File: src/rtl/xirq_pkg.sv
package xirq_pkg;
  localparam int unsigned AW = 10;
  localparam int unsigned DW = 32;
  localparam int unsigned CW = 8;

  localparam logic [AW-1:0] A_DET   = 10'h001;
  localparam logic [AW-1:0] A_LMASK = 10'h021;
  localparam logic [AW-1:0] A_ECLR  = 10'h030;
  localparam logic [AW-1:0] A_STAT  = 10'h051;
  localparam logic [AW-1:0] A_PKT   = 10'h111;
  localparam logic [AW-1:0] A_CFG   = 10'h080;

  localparam logic [3:0] SNS_LOW  = 4'h0;
  localparam logic [3:0] SNS_HIGH = 4'h1;
  localparam logic [3:0] SNS_FALL = 4'h2;
  localparam logic [3:0] SNS_RISE = 4'h3;
endpackage

File: src/rtl/xirq_src.sv
module xirq_src
  import xirq_pkg::*;
#(
  parameter bit EDGE_OK = 1'b0
) (
  input  logic       clk,
  input  logic       rst_n,
  input  logic       wr_a,
  input  logic       wr_b,
  input  logic [5:0] a_fld,
  input  logic [7:0] b_fld,
  input  logic       sig_i,
  input  logic       det_en_i,
  input  logic       clr_i,
  output logic       pend_o,
  output logic [5:0] a_q_o,
  output logic [7:0] b_q_o
);
  logic [1:0] en_q, en_d;
  logic [3:0] sns_q, sns_d;
  logic [7:0] tag_q, tag_d;
  logic       act;

  always_comb begin
    en_d  = en_q;
    sns_d = sns_q;
    tag_d = tag_q;
    if (wr_a) {en_d, sns_d} = a_fld;
    if (wr_b) tag_d = b_fld;
  end

  always_ff @(posedge clk or negedge rst_n) begin
    if (!rst_n) begin
      en_q  <= '0;
      sns_q <= '0;
      tag_q <= '0;
    end else begin
      en_q  <= en_d;
      sns_q <= sns_d;
      tag_q <= tag_d;
    end
  end

  generate
    if (EDGE_OK) begin : g_edge
      logic prev_q, edg_q, edg_d, is_edge, hit;

      always_comb begin
        is_edge = (sns_q == SNS_RISE) || (sns_q == SNS_FALL);
        hit     = (sns_q == SNS_RISE) ? (sig_i & ~prev_q) : (~sig_i & prev_q);
        edg_d   = edg_q;
        if (clr_i) edg_d = 1'b0;
        if (det_en_i && is_edge && hit) edg_d = 1'b1;
        case (sns_q)
          SNS_LOW:            act = ~sig_i;
          SNS_RISE, SNS_FALL: act = edg_q;
          default:            act = sig_i;
        endcase
      end

      always_ff @(posedge clk or negedge rst_n) begin
        if (!rst_n) begin
          prev_q <= 1'b0;
          edg_q  <= 1'b0;
        end else begin
          prev_q <= sig_i;
          edg_q  <= edg_d;
        end
      end
    end else begin : g_lvl
      logic unused_bits;
      assign unused_bits = ^{clr_i, sns_q};
      assign act = sig_i;
    end
  endgenerate

  assign pend_o = det_en_i & (&en_q) & act;
  assign a_q_o  = {en_q, sns_q};
  assign b_q_o  = tag_q;
endmodule

File: src/rtl/xirq_pick.sv
module xirq_pick #(
  parameter int unsigned N    = 64,
  parameter int unsigned NONE = 63,
  parameter int unsigned IW   = 8
) (
  input  logic [N-1:0]  req,
  output logic [IW-1:0] idx_o,
  output logic          any_o
);
  always_comb begin
    idx_o = IW'(NONE);
    any_o = 1'b0;
    for (int i = N - 1; i >= 0; i--) begin
      if (req[i] && (i != int'(NONE))) begin
        idx_o = IW'(i);
        any_o = 1'b1;
      end
    end
  end
endmodule

File: src/rtl/xirq_ctrl.sv
module xirq_ctrl
  import xirq_pkg::*;
#(
  parameter int unsigned N_SRC     = 64,
  parameter int unsigned EDGE_LO   = 47,
  parameter int unsigned EDGE_HI   = 50,
  parameter int unsigned NONE_CODE = 63
) (
  input  logic             clk,
  input  logic             rst_n,
  input  logic [N_SRC-1:0] src_i,
  input  logic             rd_en,
  input  logic             wr_en,
  input  logic [AW-1:0]    addr,
  input  logic [DW-1:0]    wdata,
  output logic [DW-1:0]    rdata,
  output logic             irq_o
);
  localparam int unsigned SW     = $clog2(N_SRC);
  localparam int unsigned CFG_WD = 2 * N_SRC;

  logic          det_q, det_d;
  logic [DW-1:0] lmask_q, lmask_d;
  logic          pkt_q, pkt_d;
  logic [CW-1:0] win_q, win_d;
  logic          irq_q, irq_d;
  logic [DW-1:0] rd_q, rd_d;
  logic          eclr;

  logic [AW-1:0] cfg_off;
  logic          in_cfg;
  logic [SW-1:0] src_sel;
  logic          half;

  logic [N_SRC-1:0] pend;
  logic [5:0]       a_q [N_SRC];
  logic [7:0]       b_q [N_SRC];
  logic             any;

  assign cfg_off = addr - A_CFG;
  assign in_cfg  = (addr >= A_CFG) && (32'(addr) < 32'(A_CFG) + CFG_WD);
  assign src_sel = cfg_off[SW:1];
  assign half    = cfg_off[0];

  // global register next state
  always_comb begin
    det_d   = det_q;
    lmask_d = lmask_q;
    pkt_d   = pkt_q;
    eclr    = 1'b0;
    if (wr_en) begin
      case (addr)
        A_DET:   det_d   = wdata[0];
        A_LMASK: lmask_d = wdata;
        A_PKT:   pkt_d   = wdata[0];
        A_ECLR:  eclr    = wdata[8];
        default: ;
      endcase
    end
  end

  genvar gi;
  generate
    for (gi = 0; gi < N_SRC; gi++) begin : g_src
      logic wa, wb, hit;
      assign wa  = wr_en & in_cfg & ~half & (src_sel == SW'(gi));
      assign wb  = wr_en & in_cfg &  half & (src_sel == SW'(gi));
      assign hit = eclr & (wdata[3:0] == 4'(gi % 16));
      xirq_src #(
        .EDGE_OK((gi >= EDGE_LO) && (gi <= EDGE_HI))
      ) u_src (
        .clk      (clk),
        .rst_n    (rst_n),
        .wr_a     (wa),
        .wr_b     (wb),
        .a_fld    (wdata[29:24]),
        .b_fld    (wdata[7:0]),
        .sig_i    (src_i[gi]),
        .det_en_i (det_q),
        .clr_i    (hit),
        .pend_o   (pend[gi]),
        .a_q_o    (a_q[gi]),
        .b_q_o    (b_q[gi])
      );
    end
  endgenerate

  xirq_pick #(
    .N    (N_SRC),
    .NONE (NONE_CODE),
    .IW   (CW)
  ) u_pick (
    .req   (pend),
    .idx_o (win_d),
    .any_o (any)
  );

  assign irq_d = any;

  // read mux
  always_comb begin
    rd_d = '0;
    if (in_cfg) begin
      if (half) rd_d = {24'b0, b_q[src_sel]};
      else      rd_d = {2'b0, a_q[src_sel], 24'b0};
    end else begin
      case (addr)
        A_DET:   rd_d = {31'b0, det_q};
        A_LMASK: rd_d = lmask_q;
        A_PKT:   rd_d = {31'b0, pkt_q};
        A_STAT:  rd_d = {win_q, 24'b0};
        default: rd_d = '0;
      endcase
    end
  end

  always_ff @(posedge clk or negedge rst_n) begin
    if (!rst_n) begin
      det_q   <= 1'b0;
      lmask_q <= '0;
      pkt_q   <= 1'b0;
      win_q   <= CW'(NONE_CODE);
      irq_q   <= 1'b0;
      rd_q    <= '0;
    end else begin
      det_q   <= det_d;
      lmask_q <= lmask_d;
      pkt_q   <= pkt_d;
      win_q   <= win_d;
      irq_q   <= irq_d;
      if (rd_en) rd_q <= rd_d;
    end
  end

  assign rdata = rd_q;
  assign irq_o = irq_q;
endmodule

File: config.mk
export PLATFORM = sky130hd
export DESIGN_NAME = xirq_ctrl
export DESIGN_NICKNAME = d
export VERILOG_FILES = /design/src/rtl/xirq_pkg.sv /design/src/rtl/xirq_src.sv /design/src/rtl/xirq_pick.sv /design/src/rtl/xirq_ctrl.sv
export SDC_FILE = /design/constraint.sdc
export NUM_CORES = 2
export LEC_CHECK = 0
export ABC_AREA = 0
export ABC_CLOCK_PERIOD_IN_PS = 3060
export BUFFER_PORTS_ARGS = -buffer_cell sky130_fd_sc_hd__buf_2
export CORE_UTILIZATION = 43
export CTS_CLUSTER_SIZE = 12
export DETAILED_ROUTE_END_ITERATION = 16
export GPL_TIMING_DRIVEN = 1
export SKIP_LAST_GASP = 1
export SYNTH_ARGS = -nofsm -noshare
export SYNTH_HDL_FRONTEND = slang
export SYNTH_SLANG_ARGS = --single-unit
File: constraint.sdc
create_clock -name clk -period 3.06 [get_ports clk]
set_input_delay 0.459 -clock clk [delete_from_list [all_inputs] [get_ports clk]]
set_output_delay 0.459 -clock clk [all_outputs]
set_load 0.01 [all_outputs]
; Yosys cells after proc, flatten, opt, wreduce, memory -nomap -nowiden
; Cells that the tools add are included.
[totals]
n_memories = 0
in_bits = 110
register_bits = 979
romBits = 0
wordCells = 814
mem_bits_rw = 0
output_inout_bits = 33
latch_bits = 0
[op_classes]
eq_ne = 79
n_lt_le_gt_ge = 3
add_sub_neg = 1
n_mux = 153
bitwise = 279
reduce_logical = 93
mul = 0
n_shift = 0
n_div = 0
[ops]
columns = operator, count
row1 = 2-to-1 mux 8 bit, 64
row2 = AND 1 bit, 269
row3 = "== test 6 bit, second input constant", 32
row4 = AND reduction 2 bit, 66
row5 = case mux 32 bit (4 select lines), 1
row6 = "== test 6 x 5 -> 1 bit, second input constant", 16
row7 = 2-to-1 mux 1 bit, 78
row8 = binary-select mux 8 bit (select 6 bit), 1
row9 = "== test 6 x 4 -> 1 bit, second input constant", 8
row10 = binary-select mux 6 bit (select 6 bit), 1
row11 = "== test 4 x 2 -> 1 bit, second input constant", 9
row12 = 2-to-1 mux 32 bit, 1
row13 = 2-to-1 mux 30 bit, 1
row14 = "== test 6 x 3 -> 1 bit, second input constant", 4
row15 = "== test 10 x 6 -> 1 bit, second input constant", 2
row16 = zero test 4 bit, 5
row17 = "== test 6 x 2 -> 1 bit, second input constant", 2
row18 = 2-to-1 mux 6 bit, 2
row19 = "== test 10 x 1 -> 1 bit, second input constant", 1
row20 = "== test 10 x 7 -> 1 bit, second input constant", 1
row21 = "== test 10 x 9 -> 1 bit, second input constant", 1
row22 = "greater-or-equal comparator 10 x 8 -> 1 bit, second input constant", 1
row23 = "less-than comparator 10 x 9 -> 1 bit, second input constant", 1
row24 = logical AND 1 bit, 9
row25 = other kinds (12), 32

; Logic depth before layout (Yosys ltp)
[depth]
depth_word = 66
ltp_mapped = 11
depth_no_buf = 7

; Modules after synthesis
; A second synthesis with hierarchy kept.
[unflattened]
cells_unflattened = 3281
area_unflattened_um2 = 50051.8
[modules_own_cells]
columns = module, cells_each, seq_area_each_um2, area_per_inst_um2, n_inst
row1 = xirq_src (g_src[0].u_src ...), 31, 350.3, 591.8, 60
row2 = xirq_ctrl, 1105, 1884.3, 11205.7, 1
row3 = xirq_src (g_src[47].u_src ...), 44, 400.4, 638.1, 4
row4 = xirq_pick, 140, 0.0, 784.5, 1

; Worst setup path after synthesis
; OpenSTA, ideal clock, no wires.
[synth_path]
path_type = input port to flip-flop
from = in addr[1]
to = reg rd_q[2], in the netlist rdata[2]
t_required_ps = 2934
slack_ps = 419
n_path_buf = 4
stages = 10
setup_time_ps = 126
arrival_ps = 2515
path_cell_list = buf_2 buf_6 buf_4 buf_2 mux4_2 a22oi_1 a21oi_1 a21oi_1 a211oi_1 a311o_1
[synth_between]
elab_chain_cells = 7
elab_cells_between_ends = 15
classes_between = add/sub: 1 / order compare: 2 / eq/ne: 4 / mux: 6 / bitwise: 1 / reduce/logical: 1
[synth_lines]
columns = item, line
row1 = start: declaration, xirq_ctrl.sv:14  ; input logic [AW-1:0] addr,
row2 = subtractor 7 x 1 -> 7 bit, xirq_ctrl.sv:40  ; assign cfg_off = addr - A_CFG;
row3 = inverter 6 -> 7 bit (not written as such), xirq_ctrl.sv:104  ; if (half) rd_d = {24'b0, b_q[src_sel]};
row4 = binary-select mux 8 bit (select 6 bit), xirq_ctrl.sv:104
row5 = 2-to-1 mux 8 bit (not written as such) (2 in series), xirq_ctrl.sv:104
row6 = 2-to-1 mux 30 bit, xirq_ctrl.sv:104
row7 = 2-to-1 mux 32 bit *, xirq_ctrl.sv:103  ; if (in_cfg) begin
row8 = end signal: assignment, xirq_ctrl.sv:131  ; if (rd_en) rd_q <= rd_d;
row9 = end: declaration, xirq_ctrl.sv:27  ; logic [DW-1:0] rd_q, rd_d;
; Every way passes the cells marked *; elsewhere a longest branch is shown, timed or not. The select of a mux whose other input is x is not followed.
; A chain may end at the register's enable or synchronous reset.

; Final worst setup path
[layout_path]
from = reg det_q
to = reg win_q[0]
[layout_between]
elab_chain_cells = 65
elab_cells_between_ends = 189
classes_between = mux: 63 / bitwise: 126
[layout_lines]
columns = item, line
row1 = start: declaration, xirq_ctrl.sv:22  ; logic det_q, det_d;
row2 = start signal: assignment, xirq_ctrl.sv:126  ; det_q <= det_d;
row3 = AND 1 bit (2 in series), xirq_src.sv:77  ; assign pend_o = det_en_i & (&en_q) & act;
row4 = 2-to-1 mux 1 bit, xirq_pick.sv:14  ; if (req[i] && (i != int'(NONE))) begin
row5 = 2-to-1 mux 8 bit (61 in series), xirq_pick.sv:14
row6 = 2-to-1 mux 8 bit *, xirq_pick.sv:14
row7 = via u_pick.idx_o[0], xirq_pick.sv:7  ; output logic [IW-1:0] idx_o,
row8 = end signal: assignment, xirq_ctrl.sv:122  ; win_q <= CW'(NONE_CODE);
row9 = end signal: assignment, xirq_ctrl.sv:129  ; win_q <= win_d;
row10 = end: declaration, xirq_ctrl.sv:25  ; logic [CW-1:0] win_q, win_d;
; Mark *: on every way through the listed nets, which the timed path passes. The rest lies on a longest branch.

==> impl_metrics.tcl <==
set metrics [dict create \
    crit_chain "buf_4 > nand4_1 > a21oi_1 > o211ai_1 > a2111oi_0 > buf_4 > a21oi_1 > o221ai_1 > a31oi_1" \
    m1WireLength_um 54400 \
    vias 28369 \
    ctsResizeCount 0 \
    status "completed" \
    slew_viol_final 0 \
    grt_pass1_vias 30517 \
    peakVddDrop_v 0.000502 \
    worst_pin_slew_ns 0.951 \
    die_w_um 327 \
    path_clk_slew_ns 0.06 \
    wl_met2_um 59600 \
    syn_area_um2 45300 \
    post_cts.repair.setup_buffers 0 \
    ys_seq_area_frac 0.539 \
    cap_violations 0 \
    synth_warnings 0 \
    finalHoldViolCount 0 \
    max_freq_mhz 340 \
    crit_type "flop to flop" \
    hpwl_um 87000 \
    avgSynthCellArea_um2 14.7 \
    clk-insertion-delay-late_ns 0.68 \
    routed_wl_um 125000 \
    drtIter0Drc 2153 \
    worstSetupStartpointType "flop" \
    synth_top_area_cell "dfrtp_1" \
    cellPowerDensity_nw_per_um2 527 \
    clock_tree.buffer_depth 3 \
    cellLeakagePower_uw 0.0252 \
    tns_ns 0 \
    numCtsBuffers 106 \
    cp_slowest_cell "dfrtp_2" \
    fill_cells 8644 \
    max_stage_delay_ns 0.71 \
    dieArea_um2 107000 \
    synthArstFlopShare 1.00 \
    synth_top_area_share 0.536 \
    fin_cells 4818 \
    synth_ff_type "dfrtp_1" \
    drt-pass1-iter-count 6 \
    antenna_found_initial 6 \
    crit_arrival_ns 3.53 \
    end_kind "flop" \
    fin_crit_ns 2.94 \
    top_layer_used "met5" \
    dp.cells 4604 \
    rows 118 \
    area.growth.synth_to_final_pct 16.1 \
    overflow 0 \
    synth_nets 3192 \
    grt_use_total 0.239 \
    grt_max_degree 139 \
    final_common_cell "dfrtp_1" \
    grt_pass1_wl_um 195000 \
    multi_input_area_um2 19800 \
    post_drt_wl_per_cell_um 26.0 \
    ys_types 56 \
    drtAntennaViolNets 0 \
    met3_length_um 6780 \
    design.portCount 143 \
    vias_per_cell 5.89 \
    ys_top_cells_by_area "dfrtp_1, mux2_2, mux4_2" \
    initial_core_util 0.436 \
    nets 3461 \
    post-route-period-util 0.961 \
    cts_sinks 977 \
    ys_ff_latch 977 \
    synth_edf_count 0 \
    hold_class "input pin to flop" \
    io_buffer_count 141 \
    final-seq-area_um2 24500 \
    ctsHtreeMaxLevel 3 \
    layout-drive-gt1-share 0.505 \
    final_cell_mix "dfrtp_1, mux2_2, mux4_2" \
    clock_skew_ns 0.0224 \
    setup_viol 0 \
    core_um2 104000 \
    rsz0062_at_grt "false" \
    cts_tree "done" \
    drc 0 \
    place_congestion 0.905 \
    cp.required_ns 3.65 \
    relSlewSlack 0.366 \
    synthCells 3082 \
    root_buffer "clkbuf_16" \
    path_max_fanout 18 \
    die_h_um 327 \
]
## synth_stat cells (4+ instances only)
master     number
mux4_2        248
nor2b_1        19
or4_1           4
nor3_1         12
and4_1         10
nand4_1        60
mux2_1          8
o21ai_0        49
o2111ai_1       5
clkbuf_1      157
nor2_1        128
nand3_1        43
mux2_2        923
a311o_1         7
o211ai_1        4
a22oi_1        68
nor2_2         15
and3_1          5
inv_1          29
dfrtp_1       971
a21oi_1        44
or3_1           9
buf_4          10
and2_1          7
nand2_1       107
a211oi_1       16
nor4_1          7
dfstp_2         6
nand2b_1        9
a31oi_1         4
buf_2          35
buf_6           6
buf_1          14
mux2i_1         6
## worst paths after layout
kind	startpoint	depth (start not counted)	slack [ns]	endpoint
max reg2reg	det_q$_DFFE_PN0P_	9	0.12	win_q[0]$_DFF_PN1_
min	wdata[13]	2	0.04	lmask_q[13]$_DFFE_PN0P_
min in group asynchronous	rst_n	2	0.32	g_src[44].u_src.b_q_o[7]$_DFFE_PN0P_
min reg2reg	g_src[4].u_src.b_q_o[6]$_DFFE_PN0P_	1	0.49	g_src[4].u_src.b_q_o[6]$_DFFE_PN0P_
max	det_q$_DFFE_PN0P_	9	0.12	win_q[0]$_DFF_PN1_
max in group asynchronous	rst_n	3	1.61	g_src[9].u_src.en_q[0]$_DFFE_PN0P_
## cell type report
cell class	instances	area share
Sequential cell	977	0.465
Multi-Input combinational cell	1854	0.376
Clock buffer	161	0.0618
Timing Repair Buffer	383	0.0563
Tap cell	1380	0.0328
Clock inverter	32	0.00580
Inverter	29	0.00207
Antenna cell	2	0.0000951
## kinds of logic after synthesis
group	synth area share
flip-flops	0.539
buffers and inverters	0.0236
AO/OA/AOI/OAI	0.0326
multiplexers	0.356
AND/OR/NAND/NOR	0.0485
## critical path, delay by kind of cell, from the launching register on
kind / cells / cell delay [ns]
buf+inv: 2 / 0.56
compound gates: 6 / 1.33
simple gates: 1 / 0.25
flops: 1 / 0.71
## power by group
part	internal, uW	leakage, uW	total, uW	switching [uW]
Sequential	13100	0.0136	13200	113
Combinational	584	0.00990	1580	996
Clock	7710	0.00177	12900	5200
## state kept, by name, summed over array words and instances (netlist names), 4 cells and up
| signal | flops |
|---|---|
| g_src.u_src.b_q_o | 512 |
| g_src.u_src.en_q | 128 |
| g_src.u_src.g_edge.edg_q | 4 |
| g_src.u_src.g_edge.prev_q | 4 |
| g_src.u_src.sns_q | 256 |
| lmask_q | 32 |
| rdata | 32 |
| win_q | 6 |
## through the flow
step / setup WS, ns / hold WS (ns) / util / cell area (um2) / total power (uW)
CTS: 0.201 / 0.000103 / 0.506 / 52600 / 28000
finish: 0.121 / 0.0444 / 0.506 / 52600 / 27700
global route: 0.0883 / 0.0110 / 0.506 / 52600 / 28700
floorplan: 0.419 / 0.163 / - / 45300 / 14200
detailed placement: 0.100 / 0.415 / 0.470 / 48900 / 15000
global placement: 0.0655 / 0.405 / 0.470 / 48900 / 15000
## routing by layer
| metal | vias up | track usage |
|---|---|---|
| li1 | 12108 | - |
| met1 | 15274 | 0.332 |
| met2 | 761 | 0.381 |
| met3 | 216 | 0.0425 |
| met4 | 10 | 0.0785 |
| met5 | - | 0 |
## repair_timing
action / 4_1_cts / 5_1_grt
endpoints found under the hold margin: 37 / 0
setup endpoints to repair: 0 / 0
hold buffers: 19 / 0
Power figures use the tool's default switching activity.
